<file path="config.mk">
export PLATFORM = sky130hd
export DESIGN_NAME = xcfg_mem_responder
export DESIGN_NICKNAME = d
export VERILOG_FILES = /design/src/rtl/xcfg_pkg.sv /design/src/rtl/xcfg_id_rom.sv /design/src/rtl/xcfg_win_decode.sv /design/src/rtl/xcfg_mem_responder.sv
export SDC_FILE = /design/constraint.sdc
export NUM_CORES = 1
export LEC_CHECK = 0
export CAP_MARGIN = 20
export CORE_MARGIN = 2
export CORE_UTILIZATION = 37
export CTS_CLUSTER_DIAMETER = 30
export CTS_CLUSTER_SIZE = 40
export DETAILED_ROUTE_END_ITERATION = 10
export GPL_TIMING_DRIVEN = 0
export PLACE_DENSITY = 0.78
export SKIP_LAST_GASP = 1
export SLEW_MARGIN = 20
export SYNTH_ARGS = -nofsm -noshare
export SYNTH_HDL_FRONTEND = slang
export SYNTH_SLANG_ARGS = --single-unit
</file>
<file path="constraint.sdc">
create_clock -name clk -period 2.8 [get_ports clk]
set_clock_uncertainty 0.15 [all_clocks]
set_input_delay 0.42 -clock clk [delete_from_list [all_inputs] [get_ports clk]]
set_output_delay 0.42 -clock clk [all_outputs]
set_load 0.05 [all_outputs]
</file>
<file path="src/rtl/xcfg_pkg.sv">
package xcfg_pkg;

    typedef enum logic [2:0] {
        SZ_NONE = 3'd0,
        SZ_1M   = 3'd1,
        SZ_2M   = 3'd2,
        SZ_4M   = 3'd3,
        SZ_8M   = 3'd4
    } size_sel_e;

    typedef struct packed {
        logic       visible;
        logic       mapped;
        logic [7:0] base;
        logic [2:0] map_sel;
    } xcfg_state_t;

    function automatic logic size_is_valid(input logic [2:0] s);
        return (s >= 3'd1) && (s <= 3'd4);
    endfunction

    // Nibble reported in the size register.
    function automatic logic [3:0] size_code(input logic [2:0] s);
        case (s)
            SZ_1M:   return 4'h5;
            SZ_2M:   return 4'h6;
            SZ_4M:   return 4'h7;
            SZ_8M:   return 4'h0;
            default: return 4'hF;
        endcase
    endfunction

    // log2 of the window length in bytes (1 MB = 2^20).
    function automatic logic [4:0] size_log2(input logic [2:0] s);
        return 5'd19 + {2'b00, s};
    endfunction

endpackage

</file>
<file path="src/rtl/xcfg_id_rom.sv">
module xcfg_id_rom #(
    parameter logic [3:0] TYPE_NIB = 4'hE,
    parameter logic [3:0] MFG_HI   = 4'hA,
    parameter logic [3:0] MFG_LO   = 4'hB
) (
    input  logic [7:0] reg_off,
    input  logic [3:0] size_nib,
    output logic [3:0] nibble
);
    always_comb begin
        case (reg_off)
            8'h00:        nibble = TYPE_NIB;
            8'h02:        nibble = size_nib;
            8'h10, 8'h12: nibble = MFG_HI;
            8'h14, 8'h16: nibble = MFG_LO;
            default:      nibble = 4'hF;
        endcase
    end
endmodule

</file>
<file path="src/rtl/xcfg_win_decode.sv">
module xcfg_win_decode #(
    parameter int ADDR_W = 24,
    parameter int BASE_W = 8,
    parameter int LOG_W  = 5
) (
    input  logic              en,
    input  logic [ADDR_W-1:0] addr,
    input  logic [BASE_W-1:0] base,
    input  logic [LOG_W-1:0]  win_log2,
    output logic              hit,
    output logic [ADDR_W-2:0] offset
);
    localparam int SHIFT = ADDR_W - BASE_W;
    localparam int EXT_W = ADDR_W + 1;

    logic [EXT_W-1:0] lo, hi, a_ext, diff;

    always_comb begin
        lo     = {1'b0, base, {SHIFT{1'b0}}};
        hi     = lo + (EXT_W'(1) << win_log2);
        a_ext  = {1'b0, addr};
        diff   = a_ext - lo;
        hit    = en && (a_ext >= lo) && (a_ext < hi);
        offset = diff[ADDR_W-2:0];
    end
endmodule

</file>
<file path="src/rtl/xcfg_mem_responder.sv">
module xcfg_mem_responder #(
    parameter int         ADDR_W   = 24,
    parameter int         DATA_W   = 16,
    parameter logic [7:0] CFG_PAGE = 8'hE8,
    parameter logic [3:0] MFG_HI   = 4'hA,
    parameter logic [3:0] MFG_LO   = 4'hB
) (
    input  logic              clk,
    input  logic              rst_n,
    input  logic [ADDR_W-1:0] bus_addr,
    input  logic [DATA_W-1:0] bus_wdata,
    input  logic              bus_rnw,
    input  logic              bus_strobe,
    input  logic [2:0]        size_sel,
    output logic              cfg_ack,
    output logic [DATA_W-1:0] cfg_rdata,
    output logic              mem_sel,
    output logic [ADDR_W-2:0] mem_offset
);
    import xcfg_pkg::*;

    localparam int         PAGE_W    = 8;
    localparam int         FILL_W    = DATA_W - 4;
    localparam logic [7:0] OFF_BASE  = 8'h48;
    localparam logic [7:0] OFF_SHUT0 = 8'h4C;
    localparam logic [7:0] OFF_SHUT1 = 8'h50;

    xcfg_state_t st_d, st_q;

    logic       in_page;
    logic       cfg_live;
    logic [7:0] reg_off;
    logic [3:0] nib;
    logic       unused_wdata;

    assign unused_wdata = ^bus_wdata[DATA_W-PAGE_W-1:0];

    xcfg_id_rom #(
        .TYPE_NIB (4'hE),
        .MFG_HI   (MFG_HI),
        .MFG_LO   (MFG_LO)
    ) u_rom (
        .reg_off  (reg_off),
        .size_nib (size_code(size_sel)),
        .nibble   (nib)
    );

    xcfg_win_decode #(
        .ADDR_W (ADDR_W),
        .BASE_W (PAGE_W),
        .LOG_W  (5)
    ) u_win (
        .en       (bus_strobe && st_q.mapped),
        .addr     (bus_addr),
        .base     (st_q.base),
        .win_log2 (size_log2(st_q.map_sel)),
        .hit      (mem_sel),
        .offset   (mem_offset)
    );

    always_comb begin
        in_page   = bus_addr[ADDR_W-1 -: PAGE_W] == CFG_PAGE;
        reg_off   = {bus_addr[7:1], 1'b0};
        cfg_live  = st_q.visible && size_is_valid(size_sel);
        cfg_ack   = bus_strobe && in_page && cfg_live;
        cfg_rdata = (cfg_ack && bus_rnw) ? {nib, {FILL_W{1'b1}}} : '0;

        st_d = st_q;
        if (cfg_ack && !bus_rnw) begin
            if (reg_off >= OFF_SHUT0 && reg_off < OFF_SHUT1) begin
                st_d.visible = 1'b0;
            end
            if (reg_off == OFF_BASE) begin
                st_d.visible = 1'b0;
                st_d.mapped  = 1'b1;
                st_d.base    = bus_wdata[DATA_W-1 -: PAGE_W];
                st_d.map_sel = size_sel;
            end
        end
    end

    always_ff @(posedge clk) begin
        if (!rst_n) begin
            st_q <= '{visible: 1'b1, mapped: 1'b0, base: '0, map_sel: SZ_NONE};
        end else begin
            st_q <= st_d;
        end
    end
endmodule

</file>
==> impl_results.md, run 1 <==
* Outcome: complete, but fails checks
* Failing checks: setup timing
* CTS buffer count at 3
* Die span in x at 73.27 um
* Largest net degree at the start of global routing at 11
* # hold bufs at CTS at 0
* Total power at 0.0006353 W
* P per Cell Area at 215.3 nW/um^2
* Final max-slew violation count at 0
* Setup crit start: st_q[2]
* CTS tree: yes
* Reg2Reg Setup Slack at 0.71 ns
* Post-Synthesis Cells at 219
* Max transition margin at 66.26%
* Post-DP HPWL at 3814 um
* Psw at 0.0002205 W
* Routed length per instance at 12.74 um
* Crit share post-route at 117.9%
* Switch share at 34.71%
* Vias at 1784
* Initial core utilization at 38.09%
* Post-Synth XOR/XNOR Area at 6.342%
* I/O pin total at 88
* Clk sinks at 13
* Mapped Area at 1775 um^2
* Initial DRT Pass Iterations at 4
* Worst R2R Start: st_q[12]
* Multi-input gate area at 1368 um^2
* Biggest register: st_q
* Synth-to-layout area growth at 66.17%
* Post-synth top area cell: ha_1
* RePlAce Congestion at 0.7981
* PnR worst setup slack at -0.5015 ns
* Top cell type's share of synthesized area at 16.91%
* H-tree depth at 1
* Num rows at 25
* Die Y-Extent at 73.27 um
* ANT cells at 0
* Share of cells above drive strength 1 at 30.35%
* Hold depth at 1
* Endpoint, Worst Hold: st_q[11]
* Final min period at 3.301 ns
* Pin slew with the least headroom to its limit at 0.5046 ns
* Hold WS at 0.3121 ns
* FMAX at 302.9 MHz
* Wirelength, routed at 4675 um
* Critical path endpoint category: primary output
* Final Setup Violations at 1
* Max_cap viols at 0
* Place WS at -1.059 ns
* Post-synthesis mux area share at 6.202%
* Number of port buffers at 78
* R2R cell count at 6
* Leak at 1.271 nW
* Clk pwr share at 26.6%
* Vias/cell at 4.861
* HP Start: st_q[11]
* Netlist cell types at 42
* Simple-Gate Fraction of Synth Area at 23.19%
* Fill cell count at 416
* Data required time at the worst endpoint at 2.23 ns
* P_int at 0.0004148 W
* Async set-or-reset flop fraction in the synthesized netlist at 0%
* Insertion delay to the later sink of the worst-skew pair at 0.24 ns
* Clock Tree Buf Depth at 2
* DR iter-0 viols at 54
* Top Registers: st_q (13)
* Synth Area per Inst at 8.107 um^2
* CP arrival at 2.73 ns
* Sequential power share at 29.0%
* GRT overflow at 0
* CP Max Fanout at 7
* FF-to-FF End: st_q[0]
* Yosys warning count at 0
* Total Nets Final at 387
* Largest register FFs at 13
* Maximum vdd drop at 0.1979 mV
* Clock transition at path regs at 0.05 ns
* WS Path Type: flip-flop to primary output
* Combinational power share at 44.4%
* Placed cell areas at 2766 um^2
* Register area at 267.8 um^2
* Dominant cells by area after synthesis: ha_1 (17%), dfxtp_1 (15%), buf_4 (11%), mux2i_1 (6.2%), nor2b_1 (5.3%)
* Adder-cell share of the synthesized area at 19.17%
* Synth Area in Compound Gates at 13.46%
* Design Area, Final at 2950 um^2
* First-pass GRT wire length at 7569 um
* Sequential fraction of the synthesis area at 14.66%
* Post-DRT Antenna Nets at 0
* CTS root buf: clkbuf_8
* Core Region at 4661 um^2
* Primary FF master, synth: dfxtp_1
* DR DRC count at 0
* RSZ-0062 raised after global routing: true
* CP Launch Type: flip-flop
* Yosys reg bits at 13
* Die area at 5368 um^2
* Final Hold Viols at 0
* Vias in the first global route at 1707
* Post-synth EDFFs at 0
* Initial antenna violation count at 0
* Global Route Usage Sum at 17.74%
* Largest family of logic cells by synthesized area: simple AND/OR/NAND/NOR gates
* Min-Delay Path Class: flip-flop to flip-flop
## cell type report
type | count | share of cell area [%]
flip-flops and latches | 13 | 9.075
plain buffers | 30 | 9.330
repair buffers | 88 | 28.88
clock buffers | 4 | 1.527
multi-input cells | 159 | 46.35
inverters | 19 | 2.545
well taps | 54 | 2.290
## critical path, stage by stage (launching register included)
cell,delay [ns]
dfxtp_2,0.36
nor3_4,0.21
ha_1,0.27
o21a_1,0.19
nor2b_4,0.13
o41ai_2,0.23
xor2_1,0.23
ha_2,0.31
nor2_2,0.10
a21oi_2,0.06
a211oi_4,0.21
buf_6,0.19
## Yosys cell counts, types with 2 or more instances
cell,n
dfxtp_1,13
xor2_1,5
inv_1,19
ha_1,24
nand4_1,2
o21ai_0,8
conb_1,2
and2_1,2
o21a_1,4
xnor2_1,6
nor4b_1,5
a21oi_1,10
o41ai_1,2
nor3_1,5
fa_1,2
nor2b_1,15
mux2i_1,11
or4_1,2
nor3b_1,3
nand3_1,2
nand2_1,7
a211oi_1,5
buf_4,27
a21boi_0,2
nor2_1,19
## layout by cell type, fill, tap and decap left out, types with 2 or more instances in the layout
cell type | Yosys | routed
dfxtp_1 | 13 | 9
o21ai_0 | 8 | 7
nor2b_1 | 15 | 13
dfxtp_2 | 0 | 3
nand2_1 | 7 | 6
or4_4 | 1 | 2
nor2_1 | 19 | 15
xor2_1 | 5 | 5
and2_1 | 2 | 2
nor3_1 | 5 | 3
xnor2_1 | 6 | 6
nor3b_1 | 3 | 2
buf_2 | 0 | 3
clkdlybuf4s15_2 | 0 | 3
o21a_1 | 4 | 4
nor4b_1 | 5 | 5
dlygate4sd2_1 | 0 | 8
ha_1 | 24 | 22
inv_1 | 19 | 18
nand4_1 | 2 | 2
clkbuf_8 | 0 | 3
buf_8 | 0 | 5
nor2_2 | 0 | 4
clkbuf_1 | 1 | 2
conb_1 | 2 | 4
a211oi_2 | 0 | 2
buf_4 | 27 | 30
buf_6 | 1 | 17
a211oi_1 | 5 | 2
nand3_1 | 2 | 2
a21oi_2 | 0 | 4
a21oi_1 | 10 | 6
clkdlybuf4s50_1 | 0 | 46
mux2i_1 | 11 | 11
nor3_4 | 0 | 2
dlymetal6s2s_1 | 0 | 3
## kinds of logic after synthesis
logic type	after synthesis
xor gates and xnor gates	12
AOI/OAI and AO/OA	37
DFF	13
buffers and inverters	49
and+or+nand+nor	69
other	2
muxes	11
adders and majority gates	26
## layer usage
layer,global-route usage [%],up-vias,routed length (um)
li1,-,923,-
met1,21.63,802,1988
met2,30.53,53,2287
met3,3.155,6,320
met4,7.407,0,78
met5,0,-,0
## power groups by stage
stage               clock [W]  combinational, W  sequential, W
floorplan                   0          0.000161       0.000189
global placement            0          0.000273       0.000189
finish               0.000169          0.000282       0.000184
detailed placement          0          0.000277       0.000189
CTS                  0.000174          0.000276       0.000185
global route         0.000181          0.000303       0.000184
## per-stage QoR
| stage | util (%) | std cells | TNS [ns] |
|---|---|---|---|
| finish | 63.30 | 367 | -0.5015 |
| global route | 63.30 | 367 | -0.6482 |
| CTS | 61.72 | 365 | -0.5132 |
| detailed placement | 59.36 | 353 | -17.36 |
| global placement | 59.36 | 353 | -17.10 |
| floorplan | - | 221 | -1.329 |
## worst max-delay path by stage
stage / end / slack [ns] / cells after the start
global placement: mem_sel / -1.02 / 8
CTS: mem_sel / -0.51 / 11
detailed placement: mem_sel / -1.06 / 8
floorplan: mem_sel / -0.18 / 10
global route: mem_sel / -0.61 / 10
finish: mem_sel / -0.50 / 11
## timing repair
item / 4_1_cts / 5_1_grt
pin swaps: 10 / 9
resized for setup: 135 / 16
endpoints found under the setup margin: 24 / 19
setup buffers: 8 / 2
cloned: 0 / 0
Power figures use the tool's default switching activity.
==> inputs of run 2 (changes only) <==
- CORE_UTILIZATION: 37 -> 44
- PLACE_DENSITY: 0.78 -> 0.87
- clock period: 2.8 -> 4.15 ns (I/O delays scaled with it)
==> impl_results.md, run 2 (same netlist as run 1, synthesis figures left out) <==
* Die span in x at 67.52 um
* Clk pwr share at 26.5%
* Fin Setup TNS at 0 ns
* Post-DRT Antenna Nets at 0
* CTS root buf: clkbuf_8
* Min-Delay Path Class: flip-flop to flip-flop
* Global Route Usage Sum at 18.13%
* Crit share post-route at 96.17%
* Initial core utilization at 45.03%
* CP Max Fanout at 7
* P per Cell Area at 154.2 nW/um^2
* Wirelength, routed at 4169 um
* Final Setup Violations at 0
* Worst R2R Start: st_q[12]
* Psw at 0.0001383 W
* Synth-to-layout area growth at 52.08%
* Core Region at 3943 um^2
* Num rows at 23
* Leak at 1.261 nW
* # hold bufs at CTS at 0
* HP Start: st_q[11]
* Place WS at -0.06337 ns
* Switch share at 33.22%
* I/O pin total at 88
* ANT cells at 0
* Placed Cells at 349
* Outcome: finished, final reports clean
* Fill cell count at 337
* Initial DRT Pass Iterations at 4
* Total Nets Final at 377
* Most frequent cells in the layout: clkdlybuf4s50_1 (67), buf_4 (27), ha_1 (24)
* Hold WS at 0.3150 ns
* R2R cell count at 6
* CP arrival at 3.22 ns
* Data required time at the worst endpoint at 3.38 ns
* WS Path Type: flip-flop to primary output
* Sequential power share at 30.0%
* Reg2Reg Setup Slack at 2.05 ns
* Top Registers: st_q (13)
* Commonest non-fill, non-tap cell in the layout: clkdlybuf4s50_1
* Clock Tree Buf Depth at 2
* Pin slew with the least headroom to its limit at 0.5309 ns
* Clock transition at path regs at 0.05 ns
* Vias/cell at 4.904
* Post-DP HPWL at 3688 um
* GRT overflow at 0
* Post-CTS setup buffers at 0
* Max_cap viols at 0
* Insertion delay to the later sink of the worst-skew pair at 0.24 ns
* Hold depth at 1
* P_int at 0.0002780 W
* Largest register FFs at 13
* Share of cells above drive strength 1 at 12.21%
* Die Y-Extent at 67.52 um
* Routed length per instance at 11.81 um
* Endpoint, Worst Hold: st_q[11]
* Final max-slew violation count at 0
* RSZ-0062 raised after global routing: true
* Critical path endpoint category: primary output
* Combinational power share at 43.5%
* Clk sinks at 13
* Final Hold Viols at 0
* First-pass GRT wire length at 6541 um
* Max transition margin at 64.55%
* CTS tree: yes
* Vias in the first global route at 1558
* DR iter-0 viols at 34
* CP Launch Type: flip-flop
* DR DRC count at 0
* RePlAce Congestion at 0.7963
* H-tree depth at 1
* Vias at 1731
* Non-Filler Instances at 353
* FF-to-FF End: st_q[0]
* Biggest register: st_q
* Initial antenna violation count at 0
* Largest net degree at the start of global routing at 13
* Number of port buffers at 78
* Maximum vdd drop at 0.1526 mV
* Fin util at 68.49%
* Die area at 4559 um^2
* CTS buffer count at 3
* Final min period at 3.991 ns
* PnR worst setup slack at 0.1589 ns
* FMAX at 250.6 MHz
[run 2: metrics by stage]
step                      instance area (um^2)  total power, W
final                                     2700       0.0004163
after floorplan                           1788       0.0002327
after global routing                      2700       0.0004367
after detailed placement                  2631       0.0003095
after CTS                                 2675       0.0004204
after global placement                    2631       0.0003069
[run 2: routing by layer]
metal,part of all wire (%),vias to the layer above,track usage [%]
li1,-,908,-
met1,43,769,21.90
met2,48,46,31.74
met3,6.3,8,1.833
met4,2.3,0,8.929
met5,0,-,0
[run 2: area by class of cell]
type | count | area [um^2] | share of cell area (%)
Buffer | 30 | 222.7 | 8.248
Clock buffer | 4 | 45.04 | 1.668
Inverter | 19 | 71.32 | 2.641
Multi-Input combinational cell | 159 | 1234 | 45.69
Sequential cell | 13 | 260.3 | 9.639
Tap cell | 50 | 62.56 | 2.317
Timing Repair Buffer | 78 | 804.5 | 29.80
[run 2: worst max path at each step]
stage | startpoint | end | slack, ns | cells after the start
floorplan | st_q[0] | mem_sel | 0.18 | 10
global placement | bus_addr[17] | mem_sel | -0.03 | 8
detailed placement | bus_addr[16] | mem_sel | -0.06 | 10
CTS | bus_addr[16] | mem_offset[22] | 0.11 | 9
global route | st_q[0] | mem_sel | -0.07 | 11
finish | st_q[0] | mem_sel | 0.16 | 11
[run 2: what timing repair did]
item / 4_1_cts / 5_1_grt
hold endpoints to repair: 0 / 0
endpoints found under the setup margin: 1 / 11
pin swaps: 0 / 0
resized for setup: 1 / 11
[run 2: power by group through the flow]
stage	clock network, W	registers, W	logic [W]
after floorplan	0	0.000128	0.000105
after global placement	0	0.000128	0.000179
after detailed placement	0	0.000128	0.000182
after CTS	0.000113	0.000125	0.000182
after global routing	0.000119	0.000125	0.000193
final	0.000110	0.000125	0.000181
[run 2: worst max-delay path, stage by stage, from the launching register on]
cell and delay, ns:
dfxtp_1 0.42, nor3b_1 0.22, ha_1 0.29, o21a_1 0.13, nor2b_1 0.14, o41ai_1 0.35, xor2_1 0.12, ha_1 0.21
a211oi_1 0.21, a21oi_1 0.10, a211oi_1 0.22, dlygate4sd2_1 0.57
